File: src/rtl/mmuart_pkg.sv
package mmuart_pkg;

    localparam int BUS_W = 16;

    // word addresses inside the 32-byte window
    localparam logic [2:0] A_RXDATA = 3'd0;
    localparam logic [2:0] A_TXDATA = 3'd1;
    localparam logic [2:0] A_STATUS = 3'd2;
    localparam logic [2:0] A_CTRL   = 3'd3;
    localparam logic [2:0] A_DIV    = 3'd4;
    localparam logic [2:0] A_EOP    = 3'd5;

    localparam int CTRL_W    = 13;
    localparam int C_BRK_TX  = 9;
    localparam int C_RTS     = 11;

    // status positions that may raise the interrupt (0..8, 10, 12)
    localparam logic [BUS_W-1:0] IRQ_EN_MASK = 16'h15FF;

    // status word, msb first; field position is the bit position
    typedef struct packed {
        logic [2:0] rsvd_hi;
        logic       eop;
        logic       cts_lvl;
        logic       cts_chg;
        logic       rsvd9;
        logic       exc;
        logic       rrdy;
        logic       trdy;
        logic       tmt;
        logic       toe;
        logic       roe;
        logic       brk;
        logic       fe;
        logic       pe;
    } status_t;

    typedef struct packed {
        logic [7:0] data;
        logic       perr;
        logic       ferr;
        logic       brk;
    } rx_word_t;

    typedef enum logic [2:0] {
        RX_IDLE, RX_START, RX_DATA, RX_PAR, RX_STOP, RX_HOLDOFF
    } rx_state_t;

    // mode 1 even, mode 2 odd
    function automatic logic par_of(logic [7:0] d, int mode);
        return (mode == 2) ? ~(^d) : (^d);
    endfunction

endpackage

File: src/rtl/mmuart_rx.sv
module mmuart_rx
    import mmuart_pkg::*;
#(
    parameter int DIV_W       = 16,
    parameter int PARITY_MODE = 0
) (
    input  logic             clk,
    input  logic             rst,
    input  logic             rxd_async,
    input  logic [DIV_W-1:0] period,
    output logic             rx_done,
    output rx_word_t         rx_out
);
    localparam logic HAS_PAR = (PARITY_MODE != 0);

    logic [1:0]       sy;
    logic             rx_s;
    rx_state_t        rx_st;
    logic [DIV_W-1:0] cnt;
    logic [DIV_W-1:0] half;
    logic [DIV_W-1:0] last;
    logic [2:0]       bitn;
    logic [7:0]       sh;
    logic             par_q;
    logic             done_q;
    rx_word_t         out_q;

    assign rx_s = sy[1];
    assign half = period >> 1;
    assign last = period - 1'b1;

    always_ff @(posedge clk) begin
        if (rst) begin
            sy     <= 2'b11;
            rx_st  <= RX_IDLE;
            cnt    <= '0;
            bitn   <= '0;
            sh     <= '0;
            par_q  <= 1'b0;
            done_q <= 1'b0;
            out_q  <= '0;
        end else begin
            sy     <= {sy[0], rxd_async};
            done_q <= 1'b0;
            case (rx_st)
                RX_IDLE: begin
                    if (!rx_s) begin
                        rx_st <= RX_START;
                        cnt   <= '0;
                    end
                end
                RX_START: begin
                    if (cnt == half - 1'b1) begin
                        cnt   <= '0;
                        bitn  <= '0;
                        rx_st <= rx_s ? RX_IDLE : RX_DATA;
                    end else begin
                        cnt <= cnt + 1'b1;
                    end
                end
                RX_DATA: begin
                    if (cnt == last) begin
                        cnt  <= '0;
                        sh   <= {rx_s, sh[7:1]};
                        bitn <= bitn + 1'b1;
                        if (bitn == 3'd7) rx_st <= HAS_PAR ? RX_PAR : RX_STOP;
                    end else begin
                        cnt <= cnt + 1'b1;
                    end
                end
                RX_PAR: begin
                    if (cnt == last) begin
                        cnt   <= '0;
                        par_q <= rx_s;
                        rx_st <= RX_STOP;
                    end else begin
                        cnt <= cnt + 1'b1;
                    end
                end
                RX_STOP: begin
                    if (cnt == last) begin
                        cnt        <= '0;
                        done_q     <= 1'b1;
                        out_q.data <= sh;
                        out_q.perr <= HAS_PAR && (par_q != par_of(sh, PARITY_MODE));
                        out_q.ferr <= !rx_s;
                        out_q.brk  <= !rx_s && (sh == 8'h00) && !(HAS_PAR && par_q);
                        rx_st      <= rx_s ? RX_IDLE : RX_HOLDOFF;
                    end else begin
                        cnt <= cnt + 1'b1;
                    end
                end
                RX_HOLDOFF: begin
                    if (rx_s) rx_st <= RX_IDLE;
                end
                default: rx_st <= RX_IDLE;
            endcase
        end
    end

    assign rx_done = done_q;
    assign rx_out  = out_q;

endmodule

File: src/rtl/mmuart_tx.sv
module mmuart_tx
    import mmuart_pkg::*;
#(
    parameter int DIV_W       = 16,
    parameter int PARITY_MODE = 0
) (
    input  logic             clk,
    input  logic             rst,
    input  logic [DIV_W-1:0] period,
    input  logic             load,
    input  logic [7:0]       load_byte,
    input  logic             force_low,
    output logic             txd,
    output logic             busy
);
    localparam int FRAME_W = (PARITY_MODE == 0) ? 10 : 11;
    localparam int IDX_W   = $clog2(FRAME_W);

    logic [FRAME_W-1:0] frame;
    logic [FRAME_W-1:0] sh;
    logic [DIV_W-1:0]   cnt;
    logic [IDX_W-1:0]   idx;
    logic               line_q;
    logic               busy_q;

    generate
        if (PARITY_MODE == 0) begin : g_nopar
            assign frame = {1'b1, load_byte, 1'b0};
        end else begin : g_par
            assign frame = {1'b1, par_of(load_byte, PARITY_MODE), load_byte, 1'b0};
        end
    endgenerate

    always_ff @(posedge clk) begin
        if (rst) begin
            sh     <= '0;
            cnt    <= '0;
            idx    <= '0;
            line_q <= 1'b1;
            busy_q <= 1'b0;
        end else if (!busy_q) begin
            if (load) begin
                sh     <= frame;
                line_q <= frame[0];
                busy_q <= 1'b1;
                cnt    <= '0;
                idx    <= '0;
            end
        end else if (cnt == period - 1'b1) begin
            cnt <= '0;
            if (idx == IDX_W'(FRAME_W - 1)) begin
                busy_q <= 1'b0;
                line_q <= 1'b1;
            end else begin
                idx    <= idx + 1'b1;
                sh     <= sh >> 1;
                line_q <= sh[1];
            end
        end else begin
            cnt <= cnt + 1'b1;
        end
    end

    assign txd  = line_q & ~force_low;
    assign busy = busy_q;

endmodule

File: src/rtl/mmuart_top.sv
module mmuart_top
    import mmuart_pkg::*;
#(
    parameter int DIV_W       = 16,
    parameter int DIV_RESET   = 434,
    parameter int PARITY_MODE = 0
) (
    input  logic        clk,
    input  logic        rst,
    input  logic        bus_sel,
    input  logic        bus_wr,
    input  logic        bus_rd,
    input  logic [2:0]  bus_addr,
    input  logic [15:0] bus_wdata,
    output logic [15:0] bus_rdata,
    input  logic        rxd,
    output logic        txd,
    input  logic        cts,
    output logic        rts,
    output logic        irq
);
    localparam logic [DIV_W-1:0] MIN_DIV = DIV_W'(2);

    logic [CTRL_W-1:0] ctrl_q;
    logic [DIV_W-1:0]  div_q;
    logic [DIV_W-1:0]  period;
    logic [7:0]        eop_q;
    logic [7:0]        hold_q;
    logic              hold_vld;
    logic [7:0]        rx_byte_q;
    logic              rrdy_q;
    logic              pe_q, fe_q, brk_q, roe_q, toe_q, dcts_q;
    logic [2:0]        cts_sy;
    logic              cts_chg;

    logic              wr_any, wr_tx, wr_st, wr_ctrl, wr_div, wr_eop, rd_rx;
    logic              rx_done;
    rx_word_t          rx_out;
    logic              tx_busy, tx_load;
    status_t           st;
    logic [BUS_W-1:0]  st_bits;

    assign wr_any  = bus_sel & bus_wr;
    assign wr_tx   = wr_any && (bus_addr == A_TXDATA);
    assign wr_st   = wr_any && (bus_addr == A_STATUS);
    assign wr_ctrl = wr_any && (bus_addr == A_CTRL);
    assign wr_div  = wr_any && (bus_addr == A_DIV);
    assign wr_eop  = wr_any && (bus_addr == A_EOP);
    assign rd_rx   = bus_sel && bus_rd && (bus_addr == A_RXDATA);

    assign period  = (div_q < MIN_DIV) ? MIN_DIV : div_q;
    assign tx_load = hold_vld & ~tx_busy;
    assign cts_chg = cts_sy[1] ^ cts_sy[2];

    mmuart_rx #(.DIV_W(DIV_W), .PARITY_MODE(PARITY_MODE)) u_rx (
        .clk       (clk),
        .rst       (rst),
        .rxd_async (rxd),
        .period    (period),
        .rx_done   (rx_done),
        .rx_out    (rx_out)
    );

    mmuart_tx #(.DIV_W(DIV_W), .PARITY_MODE(PARITY_MODE)) u_tx (
        .clk       (clk),
        .rst       (rst),
        .period    (period),
        .load      (tx_load),
        .load_byte (hold_q),
        .force_low (ctrl_q[C_BRK_TX]),
        .txd       (txd),
        .busy      (tx_busy)
    );

    // configuration registers
    always_ff @(posedge clk) begin
        if (rst) begin
            ctrl_q <= '0;
            div_q  <= DIV_W'(DIV_RESET);
            eop_q  <= '0;
        end else begin
            if (wr_ctrl) ctrl_q <= bus_wdata[CTRL_W-1:0];
            if (wr_div)  div_q  <= bus_wdata[DIV_W-1:0];
            if (wr_eop)  eop_q  <= bus_wdata[7:0];
        end
    end

    // holding registers
    always_ff @(posedge clk) begin
        if (rst) begin
            hold_q    <= '0;
            hold_vld  <= 1'b0;
            rx_byte_q <= '0;
            rrdy_q    <= 1'b0;
        end else begin
            if (tx_load) begin
                hold_vld <= 1'b0;
            end else if (wr_tx && !hold_vld) begin
                hold_vld <= 1'b1;
                hold_q   <= bus_wdata[7:0];
            end
            if (rx_done) begin
                rrdy_q    <= 1'b1;
                rx_byte_q <= rx_out.data;
            end else if (rd_rx) begin
                rrdy_q <= 1'b0;
            end
        end
    end

    // sticky flags: a setting event outranks a clearing write
    always_ff @(posedge clk) begin
        if (rst) begin
            pe_q   <= 1'b0;
            fe_q   <= 1'b0;
            brk_q  <= 1'b0;
            roe_q  <= 1'b0;
            toe_q  <= 1'b0;
            dcts_q <= 1'b0;
            cts_sy <= '0;
        end else begin
            cts_sy <= {cts_sy[1:0], cts};
            pe_q   <= (pe_q  & ~wr_st) | (rx_done & rx_out.perr);
            fe_q   <= (fe_q  & ~wr_st) | (rx_done & rx_out.ferr);
            brk_q  <= (brk_q & ~wr_st) | (rx_done & rx_out.brk);
            roe_q  <= (roe_q & ~wr_st) | (rx_done & rrdy_q & ~rd_rx);
            toe_q  <= (toe_q & ~wr_st) | (wr_tx & hold_vld);
            dcts_q <= (dcts_q & ~wr_st) | cts_chg;
        end
    end

    always_comb begin
        st         = '0;
        st.pe      = pe_q;
        st.fe      = fe_q;
        st.brk     = brk_q;
        st.roe     = roe_q;
        st.toe     = toe_q;
        st.tmt     = ~hold_vld & ~tx_busy;
        st.trdy    = ~hold_vld;
        st.rrdy    = rrdy_q;
        st.exc     = pe_q | fe_q | brk_q | roe_q | toe_q;
        st.cts_chg = dcts_q;
        st.cts_lvl = cts_sy[1];
        st.eop     = 1'b0;
    end

    assign st_bits = st;
    assign irq     = |(st_bits & {{(BUS_W-CTRL_W){1'b0}}, ctrl_q} & IRQ_EN_MASK);
    assign rts     = ctrl_q[C_RTS];

    always_comb begin
        bus_rdata = '0;
        if (bus_sel && bus_rd) begin
            case (bus_addr)
                A_RXDATA: bus_rdata = {8'h00, rx_byte_q};
                A_STATUS: bus_rdata = st_bits;
                A_CTRL:   bus_rdata = {{(BUS_W-CTRL_W){1'b0}}, ctrl_q};
                A_DIV:    bus_rdata = BUS_W'(div_q);
                A_EOP:    bus_rdata = {8'h00, eop_q};
                default:  bus_rdata = '0;
            endcase
        end
    end

endmodule

File: config.mk
export PLATFORM = sky130hd
export DESIGN_NAME = mmuart_top
export DESIGN_NICKNAME = d
export VERILOG_FILES = /design/src/rtl/mmuart_pkg.sv /design/src/rtl/mmuart_rx.sv /design/src/rtl/mmuart_tx.sv /design/src/rtl/mmuart_top.sv
export SDC_FILE = /design/constraint.sdc
export NUM_CORES = 1
export LEC_CHECK = 0
export ABC_AREA = 1
export BUFFER_PORTS_ARGS = -buffer_cell sky130_fd_sc_hd__buf_2
export CAP_MARGIN = 20
export CELL_PAD_IN_SITES_DETAIL_PLACEMENT = 1
export CELL_PAD_IN_SITES_GLOBAL_PLACEMENT = 2
export CORE_ASPECT_RATIO = 1.5
export CORE_MARGIN = 5
export CORE_UTILIZATION = 35
export CTS_CLUSTER_SIZE = 10
export DETAILED_ROUTE_END_ITERATION = 10
export PLACE_DENSITY_LB_ADDON = 0.1
export SYNTH_ARGS = -nofsm -noshare
export SYNTH_HDL_FRONTEND = slang
export SYNTH_SLANG_ARGS = --single-unit
File: constraint.sdc
create_clock -name clk -period 4.05 [get_ports clk]
set_input_delay 0 -clock clk [delete_from_list [all_inputs] [get_ports clk]]
set_output_delay 0 -clock clk [all_outputs]
set_load 0.1 [all_outputs]
==> key figures, run 1 <==
Outcome
  – Status: finished, final reports clean

Synth
  – Largest area contributor in the netlist: dfxtp_1
  – Synth cell types: 47
  – Sequential share of the synthesized area: 0.347
  – Post-synth top flop: dfxtp_1
  – Synthesized cell area: 7960 um^2
  – Syn Inst Count: 1181
  – Ys Warns: 0
  – Post-synth top area share: 0.347
  – EDFF count, synth: 0
  – Top-count cell post-synth: nand2_1
  – Avg Cell Area, Syn: 6.74 um^2
  – Synth Register Bits: 138
  – Most frequent cells after synthesis: nand2_1, dfxtp_1, inv_1
  – FFs w/ async S/R, synth: 0
  – Post-Syn Nets: 1215
  – Top post-synthesis cells by area: dfxtp_1, nand2_1, nand3_1

Clock tree
  – CTS buffer count: 17
  – H-tree depth: 4
  – CTS tree: done
  – Clk slew on worst S/H paths: 0.06 ns
  – Clock buffer depth: 2
  – Clk_lat worst skew: 0.43 ns
  – CTS Root Buffer Type: clkbuf_16
  – Clock sink count: 138

Floorplan
  – Core region area: 22400 um^2
  – Initial Utilization: 0.356
  – Die W: 133 um
  – Cell row count: 67
  – Die Y: 195 um
  – Num ports: 45
  – Die Area: 25900 um^2

Setup path
  – Nature of the critical path endpoint: flip-flop
  – CP most frequent cell: nand2_1
  – Startpoint Class: flip-flop
  – WP data required: 4.34 ns
  – Crit path largest cell delay: 0.44 ns
  – Crit-path cells: nor2_1 -> nand2_1 -> nor2_2 -> nand2_4 -> nand2_1 -> inv_1 -> ha_1 -> nand2_1 -> nor3_4 -> nand3_1 -> nand3_1 -> nand2_1 -> nor2_1 -> nand2_1 -> nor2_1 -> nand3_1 -> nand2_1 -> buf_4 -> clkinvlp_4 -> o21ai_0 -> nand3_1
  – CP top delay family: simple AND/OR/NAND/NOR gates
  – Max FO, Critical Path: 11
  – Cells on worst reg2reg path: 21
  – CP Depth: 21
  – Slowest CP cell: dfxtp_1
  – Worst path bufs/invs: 3
  – WP data arrival: 4.03 ns
  – Critical path class: flip-flop to flip-flop

GRT
  – Largest net degree at the start of global routing: 64
  – Grt ovf: 0
  – Grt met2 use: 0.397
  – Busiest grt layer: met2
  – Grt met1 use: 0.253
  – Number of antenna violations at the first check in global routing: 0
  – Vias in the first global route: 8055
  – GR Util met3: 0.0318
  – First-pass GRT wire length: 44.0 mm
  – Total GRT Usage: 0.215

Drt
  – ANT nets after route: 0
  – Via density: 5.11
  – Post-Route WL: 27.2 mm
  – Pre-Repair DR Iteration Count: 4
  – Iteration-0 DRC Markers: 298
  – Via count: 7775
  – WL/cell: 17.9 um
  – DRC: 0

STA
  – Final Max Tran Viols: 0
  – Max Freq: 267 MHz
  – RSZ-0062 raised after global routing: yes
  – Final Hold Vio Count: 0
  – Final period utilization: 0.923
  – Slew headroom: 0.452
  – Worst Skew: 0.00865 ns
  – Worst slew pin tran: 0.823 ns
  – Final setup fails: 0
  – Tmin final: 3.74 ns

Worst hold path
  – WHS Path Cells: 4
  – HP Class: primary input to flip-flop

Pwr
  – Max VDD drop: 284 uV
  – PwrDens: 410 nW/um^2
  – Static Leak: 3.94 nW

Placed design
  – Placed Area: 8400 um^2
  – Gpl congestion: 0.873
  – I/O Buffers: 44
  – Placed Cells: 1468
  – HPWL Detailed: 20.4 mm

Layout
  – Design area: 9270 um^2
  – Fin nets: 1269
  – Filler Cell Count: 2870
  – Non-filler cells, final: 1522
  – Fraction of final layout cells with drive strength greater than 1: 0.120
  – Ant. Diodes: 0
  – Area Growth Syn to Fin: 16.5%

Job
  – # Max-Cap Violations: 0
area by class of cell:
| cell class | count | area, um^2 | share of cell area |
|---|---|---|---|
| Timing Repair Buffer | 82 | 556 | 0.0599 |
| Sequential cell | 138 | 2760 | 0.298 |
| Multi-Input combinational cell | 850 | 4440 | 0.479 |
| Tap cell | 276 | 345 | 0.0372 |
| Inverter | 146 | 552 | 0.0595 |
| Clock buffer | 19 | 443 | 0.0478 |
| Clock inverter | 11 | 171 | 0.0185 |
per-stage QoR:
stage | power, mW | worst slack [ns] | TNS [ns] | hold slack, ns | utilization
final | 3.80 | 0.311 | 0 | 0.0736 | 0.414
after global routing | 4.00 | -0.0282 | -0.0282 | 0.0860 | 0.414
after CTS | 3.86 | 0.216 | 0 | 0.0454 | 0.412
after detailed placement | 2.15 | 0.257 | 0 | 0.188 | 0.375
after global placement | 2.14 | 0.296 | 0 | 0.183 | 0.375
after floorplan | 1.93 | 1.10 | 0 | 0.104 | -
layer usage:
metal / share of wire / vias up
li1: - / 3927
met3: 0.021 / 33
met2: 0.53 / 87
met5: 0 / -
met4: 0.024 / 0
met1: 0.42 / 3728
worst reg2reg max path, stage by stage, from the launching register on:
cell and delay [ns]:
dfxtp_1 0.44, nor2_1 0.09, nand2_1 0.15, nor2_2 0.08, nand2_4 0.10, nand2_1 0.09, inv_1 0.12, ha_1 0.27
nand2_1 0.21, nor3_4 0.35, nand3_1 0.16, nand3_1 0.11, nand2_1 0.06, nor2_1 0.15, nand2_1 0.08, nor2_1 0.11
nand3_1 0.13, nand2_1 0.15, buf_4 0.20, clkinvlp_4 0.23, o21ai_0 0.22, nand3_1 0.10
path summary, 6_finish.rpt:
path / to / slack, ns / from
worst min-delay path: pe_q / 0.07 / bus_wr
worst max-delay path: u_tx.line_q / 0.31 / div_q[3]
worst max register to register: u_tx.line_q / 0.31 / div_q[3]
worst min register to register: u_rx.sy[1] / 0.41 / u_rx.sy[0]
kinds of logic after synthesis:
| logic type | after synthesis | share of synthesized area |
|---|---|---|
| simple gates | 580 | 0.330 |
| compound gates | 189 | 0.133 |
| buf+inv | 193 | 0.0974 |
| xor+xnor | 73 | 0.0803 |
| flops | 138 | 0.347 |
| fa+ha+maj | 8 | 0.0126 |
where the power goes:
part	internal, mW	total, mW	switching [mW]
clock network	1.04	1.68	0.638
logic	0.202	0.673	0.472
registers	1.40	1.45	0.0476
state kept, by name, summed over array words and instances, names as in the netlist, 8 cells and up:
register     count
div_q           16
u_tx.cnt        16
rx_byte_q        8
u_tx.sh          9
u_rx.cnt        16
u_rx.sh          8
u_rx.rx_out     10
eop_q            8
hold_q           8
ctrl_q          13
layout by cell type (no fill, tap or decap), drive strengths merged, types with 21 or more instances in the layout:
| master | count |
|---|---|
| nand2 | 254 |
| inv | 143 |
| nor2 | 141 |
| dfxtp | 138 |
| nand3 | 118 |
| a21oi | 88 |
| o21ai | 78 |
| xor2 | 65 |
| buf | 60 |
| nand4 | 29 |
| dlygate4sd3 | 21 |
| nor3 | 21 |
what timing repair did:
action	in CTS	in global routing
setup endpoints to repair	0	38
endpoints found under the hold margin	46	0
gates resized for setup	0	5
buffers inserted	0	1
hold buffers	21	0
Power figures use the tool's default switching activity.
==> run 2: changes to the inputs <==
--- a/config.mk
+++ b/config.mk
@@ -12,7 +12,8 @@
 export CELL_PAD_IN_SITES_GLOBAL_PLACEMENT = 2
 export CORE_ASPECT_RATIO = 1.5
 export CORE_MARGIN = 5
-export CORE_UTILIZATION = 35
+export CORE_UTILIZATION = 36
+export CTS_BUF_LIST = sky130_fd_sc_hd__clkbuf_2
 export CTS_CLUSTER_SIZE = 10
 export DETAILED_ROUTE_END_ITERATION = 10
 export PLACE_DENSITY_LB_ADDON = 0.1
==> run 2 against run 1 <==
Net effect:
- wire length rose by 1.9%
- final cell count increased by 1.4%
- via count increased by 1.4%
- sequential cell count unchanged
- non-clock buffer count increased by 23
- setup slack worse by 0.042 ns
- clock power down 45%
- critical path type unchanged
==> key figures, run 2 (synthesized netlist as in run 1, its figures left out) <==
Outcome
  – Status: finished, final reports clean

Drt
  – Pre-Repair DR Iteration Count: 4
  – ANT nets after route: 0
  – DRC: 0
  – Iteration-0 DRC Markers: 282
  – Via count: 7880
  – Via density: 5.10
  – Post-Route WL: 27.8 mm
  – WL/cell: 18.0 um

Layout
  – Commonest non-fill, non-tap cell in the layout: nand2_1
  – Fraction of final layout cells with drive strength greater than 1: 0.120
  – Largest regs: div_q x16, u_rx.cnt x16, u_tx.cnt x16
  – Area Growth Syn to Fin: 14.6%
  – Filler Cell Count: 2868
  – Most frequent cells in the layout: nand2_1, inv_1, dfxtp_1
  – Fin nets: 1292

Placed design
  – Gpl congestion: 0.913
  – Post-place setup slack: 0.239 ns
  – HPWL Detailed: 20.7 mm
  – I/O Buffers: 44

Setup path
  – Crit-path cells: nor2_1 -> nand2_1 -> nor2_2 -> nand2_4 -> nand2_1 -> inv_1 -> ha_1 -> nand2_1 -> nor2_2 -> nand3_1 -> xor2_1 -> inv_1 -> nand2_1 -> nand3_1 -> nor2_1 -> nand3_4 -> nor2_4 -> buf_4 -> nand2_2 -> a21oi_2
  – Crit path largest cell delay: 0.50 ns
  – Critical path class: flip-flop to flip-flop
  – Nature of the critical path endpoint: flip-flop
  – WP data arrival: 4.50 ns
  – WP data required: 4.77 ns
  – CP most frequent cell: nand2_1
  – Slowest CP cell: dfxtp_1
  – Critical path endpoint: u_rx.rx_out[1]
  – CP startpoint: div_q[3]
  – Reg2Reg Capture Point: u_rx.rx_out[1]
  – Cells on worst reg2reg path: 20
  – Max FO, Critical Path: 18
  – R2R Path Start: div_q[3]
  – Flop-to-flop setup slack: 0.27 ns
  – Startpoint Class: flip-flop

Floorplan
  – Die Area: 25300 um^2
  – Core region area: 21700 um^2
  – Die Y: 192 um
  – Initial Utilization: 0.367
  – Num ports: 45
  – Cell row count: 66
  – Die W: 131 um

STA
  – Final WS setup: 0.269 ns
  – Max Freq: 264 MHz
  – Slew headroom: 0.444
  – Worst Skew: 0.0394 ns
  – Final setup fails: 0
  – Tmin final: 3.78 ns
  – Final period utilization: 0.934
  – Final Hold Vio Count: 0
  – Final Max Tran Viols: 0
  – Worst slew pin tran: 0.831 ns

GRT
  – Grt ovf: 0
  – Number of antenna violations at the first check in global routing: 1
  – Largest net degree at the start of global routing: 64
  – Vias in the first global route: 8214
  – Total GRT Usage: 0.224
  – First-pass GRT wire length: 44.7 mm

Clock tree
  – Clock sink count: 138
  – H-tree depth: 4
  – Clk_lat worst skew: 0.80 ns
  – CTS buffer count: 17
  – Clk slew on worst S/H paths: 0.24 ns
  – CTS Root Buffer Type: clkbuf_2
  – CTS tree: done
  – Clock buffer depth: 2

Pwr
  – PwrDens: 336 nW/um^2
  – Max VDD drop: 182 uV
  – Total chip power: 3.06 mW
  – Static Leak: 3.91 nW

Job
  – # Max-Cap Violations: 0

Worst hold path
  – HP Class: primary input to flip-flop
[run 2: cell types whose count changed in the layout (fill, tap and decap cells not counted), moves of 4 or more]
cell / before / now
buf_4: 15 / 19
clkbuf_16: 17 / 0
clkbuf_2: 0 / 17
dlygate4sd3_1: 21 / 42
[run 2: stage by stage]
step | hold WS, ns | util | instance area (um^2) | setup TNS [ns] | std cells
floorplan | 0.104 | - | 7960 | 0 | 1181
global placement | 0.189 | 0.387 | 8410 | 0 | 1466
detailed placement | 0.190 | 0.387 | 8410 | 0 | 1466
CTS | 0.00130 | 0.418 | 9090 | 0 | 1540
global route | 0.0142 | 0.420 | 9120 | -0.00271 | 1544
finish | 0.0561 | 0.420 | 9120 | 0 | 1544
[run 2: critical path, delay by kind of cell (launching register included)]
| kind | cells | cell delay, ns |
|---|---|---|
| compound gates | 1 | 0.14 |
| fa+ha+maj | 1 | 0.26 |
| simple gates | 14 | 2.14 |
| xor+xnor | 1 | 0.24 |
| flops | 1 | 0.50 |
| buf+inv | 3 | 0.44 |
[run 2: layer usage]
metal | routed length, um | up-vias | part of all wire | GRT usage
met5 | 0 | - | 0 | 0
met4 | 702 | 0 | 0.025 | 0.0812
met3 | 609 | 28 | 0.022 | 0.0299
met2 | 14700 | 96 | 0.53 | 0.424
met1 | 11700 | 3777 | 0.42 | 0.255
li1 | - | 3979 | - | -
[run 2: final cells by class]
class                      instances  area (um^2)  share of cell area
timing repair buffer             105          783              0.0858
multi-input combinational        850         4430               0.486
tap                              272          340              0.0373
clock inverter                    15          168              0.0184
sequential                       138         2770               0.303
inverter                         146          548              0.0601
clock buffer                      17         85.1             0.00933
antenna                            1         2.50            0.000274
[run 2: worst min path at each step]
stage                  startpoint    endpoint  depth (start not counted)
floorplan                     rxd  u_rx.sy[0]                          1
global placement              rxd  u_rx.sy[0]                          2
detailed placement            rxd  u_rx.sy[0]                          2
CTS                 bus_wdata[15]   div_q[15]                          4
global route         bus_wdata[1]   ctrl_q[1]                          4
finish              bus_wdata[11]  ctrl_q[11]                          4
[run 2: timing repair]
item,CTS,global route
endpoints found under the hold margin,108,0
gates resized for setup,0,4
setup endpoints to repair,0,22
buffers inserted,0,3
hold buffers,42,0
[run 2: report_power, final]
part	switching, mW	total [mW]	internal (mW)	leakage [nW]
Sequential	0.0474	1.45	1.41	1.12
Clock	0.619	0.919	0.299	0.147
Combinational	0.477	0.690	0.212	2.64
==> run 3: changes to the inputs <==
--- a/config.mk
+++ b/config.mk
@@ -17,6 +17,7 @@
 export CTS_CLUSTER_SIZE = 10
 export DETAILED_ROUTE_END_ITERATION = 10
 export PLACE_DENSITY_LB_ADDON = 0.1
+export RECOVER_POWER = 25
 export SYNTH_ARGS = -nofsm -noshare
 export SYNTH_HDL_FRONTEND = slang
 export SYNTH_SLANG_ARGS = --single-unit
==> run 3 against run 2 <==
Net effect:
- utilization is essentially flat
- combinational power about the same
- fmax hardly changed
- clock-buffer cell count is the same
- setup slack hardly changed
- wire length barely moved
- sequential cell count stayed put
- via count is essentially flat
- largest power group unchanged
- highest routed layer unchanged
==> key figures, run 3 (synthesized netlist as in run 1, its figures left out) <==
Clock tree
  – H-tree depth: 4
  – Clk_lat worst skew: 0.80 ns
  – Clock sink count: 138
  – Clk slew on worst S/H paths: 0.24 ns
  – CTS tree: done
  – Clock buffer depth: 2
  – CTS Root Buffer Type: clkbuf_2
  – CTS buffer count: 17

Floorplan
  – Initial Utilization: 0.367
  – Cell row count: 66
  – Core region area: 21700 um^2
  – Die Y: 192 um
  – Die Area: 25300 um^2
  – Num ports: 45
  – Die W: 131 um

Placed design
  – I/O Buffers: 44
  – HPWL Detailed: 20.7 mm
  – Gpl congestion: 0.913

GRT
  – Total GRT Usage: 0.224
  – Largest net degree at the start of global routing: 64
  – Grt ovf: 0
  – First-pass GRT wire length: 44.7 mm
  – Vias in the first global route: 8214
  – Number of antenna violations at the first check in global routing: 1

STA
  – Final period utilization: 0.934
  – Setup TNS Final: 0 ns
  – Worst Skew: 0.0394 ns
  – Max Freq: 264 MHz
  – Final hold slack: 0.0565 ns
  – Final Hold Vio Count: 0
  – Final setup fails: 0
  – Tmin final: 3.78 ns
  – Final Max Tran Viols: 0
  – Slew headroom: 0.444
  – Worst slew pin tran: 0.831 ns

Layout
  – Fraction of final layout cells with drive strength greater than 1: 0.118
  – Area Growth Syn to Fin: 14.5%
  – Filler Cell Count: 2866
  – Largest regs: div_q x16, u_rx.cnt x16, u_tx.cnt x16
  – Fin nets: 1292
  – Most frequent cells in the layout: nand2_1, inv_1, dfxtp_1
  – Commonest non-fill, non-tap cell in the layout: nand2_1

Drt
  – Pre-Repair DR Iteration Count: 4
  – ANT nets after route: 0
  – DRC: 0
  – Post-Route WL: 27.8 mm
  – WL/cell: 18.0 um
  – Via count: 7885
  – Iteration-0 DRC Markers: 285
  – Via density: 5.11

Pwr
  – Seq pwr share: 0.475
  – Internal power: 1.92 mW
  – Static Leak: 3.90 nW
  – Psw: 1.15 mW
  – Combinational power share: 0.225
  – Total chip power: 3.06 mW
  – Max VDD drop: 182 uV
  – PwrDens: 336 nW/um^2
  – Clock power share: 0.300
  – Sw Ratio: 0.374

Setup path
  – Crit path largest cell delay: 0.50 ns
  – Max FO, Critical Path: 18
  – Crit-path cells: nor2_1 -> nand2_1 -> nor2_2 -> nand2_4 -> nand2_1 -> inv_1 -> ha_1 -> nand2_1 -> nor2_2 -> nand3_1 -> xor2_1 -> inv_1 -> nand2_1 -> nand3_1 -> nor2_1 -> nand3_4 -> nor2_4 -> buf_4 -> nand2_2 -> a21oi_2
  – Slowest CP cell: dfxtp_1
  – Startpoint Class: flip-flop
  – WP data arrival: 4.50 ns
  – CP most frequent cell: nand2_1
  – WP data required: 4.77 ns
  – Nature of the critical path endpoint: flip-flop
  – Critical path class: flip-flop to flip-flop

Worst hold path
  – HP Class: primary input to flip-flop

Outcome
  – Status: finished, final reports clean

Job
  – # Max-Cap Violations: 0
[run 3: cell type report]
type / instances / area, um^2 / share of cell area
flip-flops and latches: 138 / 2770 / 0.303
diodes: 1 / 2.50 / 0.000274
well taps: 272 / 340 / 0.0373
multi-input cells: 850 / 4430 / 0.486
clock inverters: 15 / 168 / 0.0184
clock buffers: 17 / 85.1 / 0.00933
repair buffers: 105 / 778 / 0.0853
inverters: 146 / 548 / 0.0601
[run 3: power by group through the flow]
stage          Sequential [mW]  Clock, mW  Combinational, mW
2_1_floorplan             1.47          0              0.465
3_3_place_gp              1.48          0              0.669
3_5_place_dp              1.48          0              0.670
4_1_cts                   1.46      0.948              0.702
5_1_grt                   1.47       1.01              0.775
6_report                  1.45      0.920              0.689
[run 3: path summary, 6_finish.rpt]
| check | start | end | slack (ns) | cells past startpoint |
|---|---|---|---|---|
| max | div_q[3] | u_rx.rx_out[1] | 0.27 | 20 |
| min | bus_wdata[11] | ctrl_q[11] | 0.06 | 4 |
| max reg2reg | div_q[3] | u_rx.rx_out[1] | 0.27 | 20 |
| min reg2reg | cts_sy[0] | cts_sy[1] | 0.42 | 2 |
[run 3: timing repair]
action / in CTS / in global routing
setup endpoints to repair: 0 / 22
endpoints found under the hold margin: 108 / 0
buffers inserted: 0 / 3
hold buffers: 42 / 0
gates resized for setup: 0 / 4
[run 3: stage by stage]
step                cells  setup slack (ns)   util  cell area (um^2)
floorplan            1181              1.10      -              7960
global placement     1466             0.343  0.387              8410
detailed placement   1466             0.239  0.387              8410
CTS                  1540             0.167  0.418              9090
global route         1544          -0.00165  0.420              9120
finish               1544             0.269  0.420              9120
[run 3: critical path, delay by kind of cell, from the launching register on]
| family | cells | cell delay [ns] |
|---|---|---|
| flip-flops | 1 | 0.50 |
| AO/OA/AOI/OAI | 1 | 0.14 |
| adder cells (fa/ha/maj) | 1 | 0.26 |
| XOR/XNOR | 1 | 0.24 |
| buffers and inverters | 3 | 0.44 |
| AND/OR/NAND/NOR | 14 | 2.14 |
[run 3: metal layers]
layer	vias to the layer above	share of wire	global-route usage
li1	3979	-	-
met1	3782	0.42	0.255
met2	96	0.53	0.424
met3	28	0.022	0.0299
met4	0	0.025	0.0812
met5	-	0	0
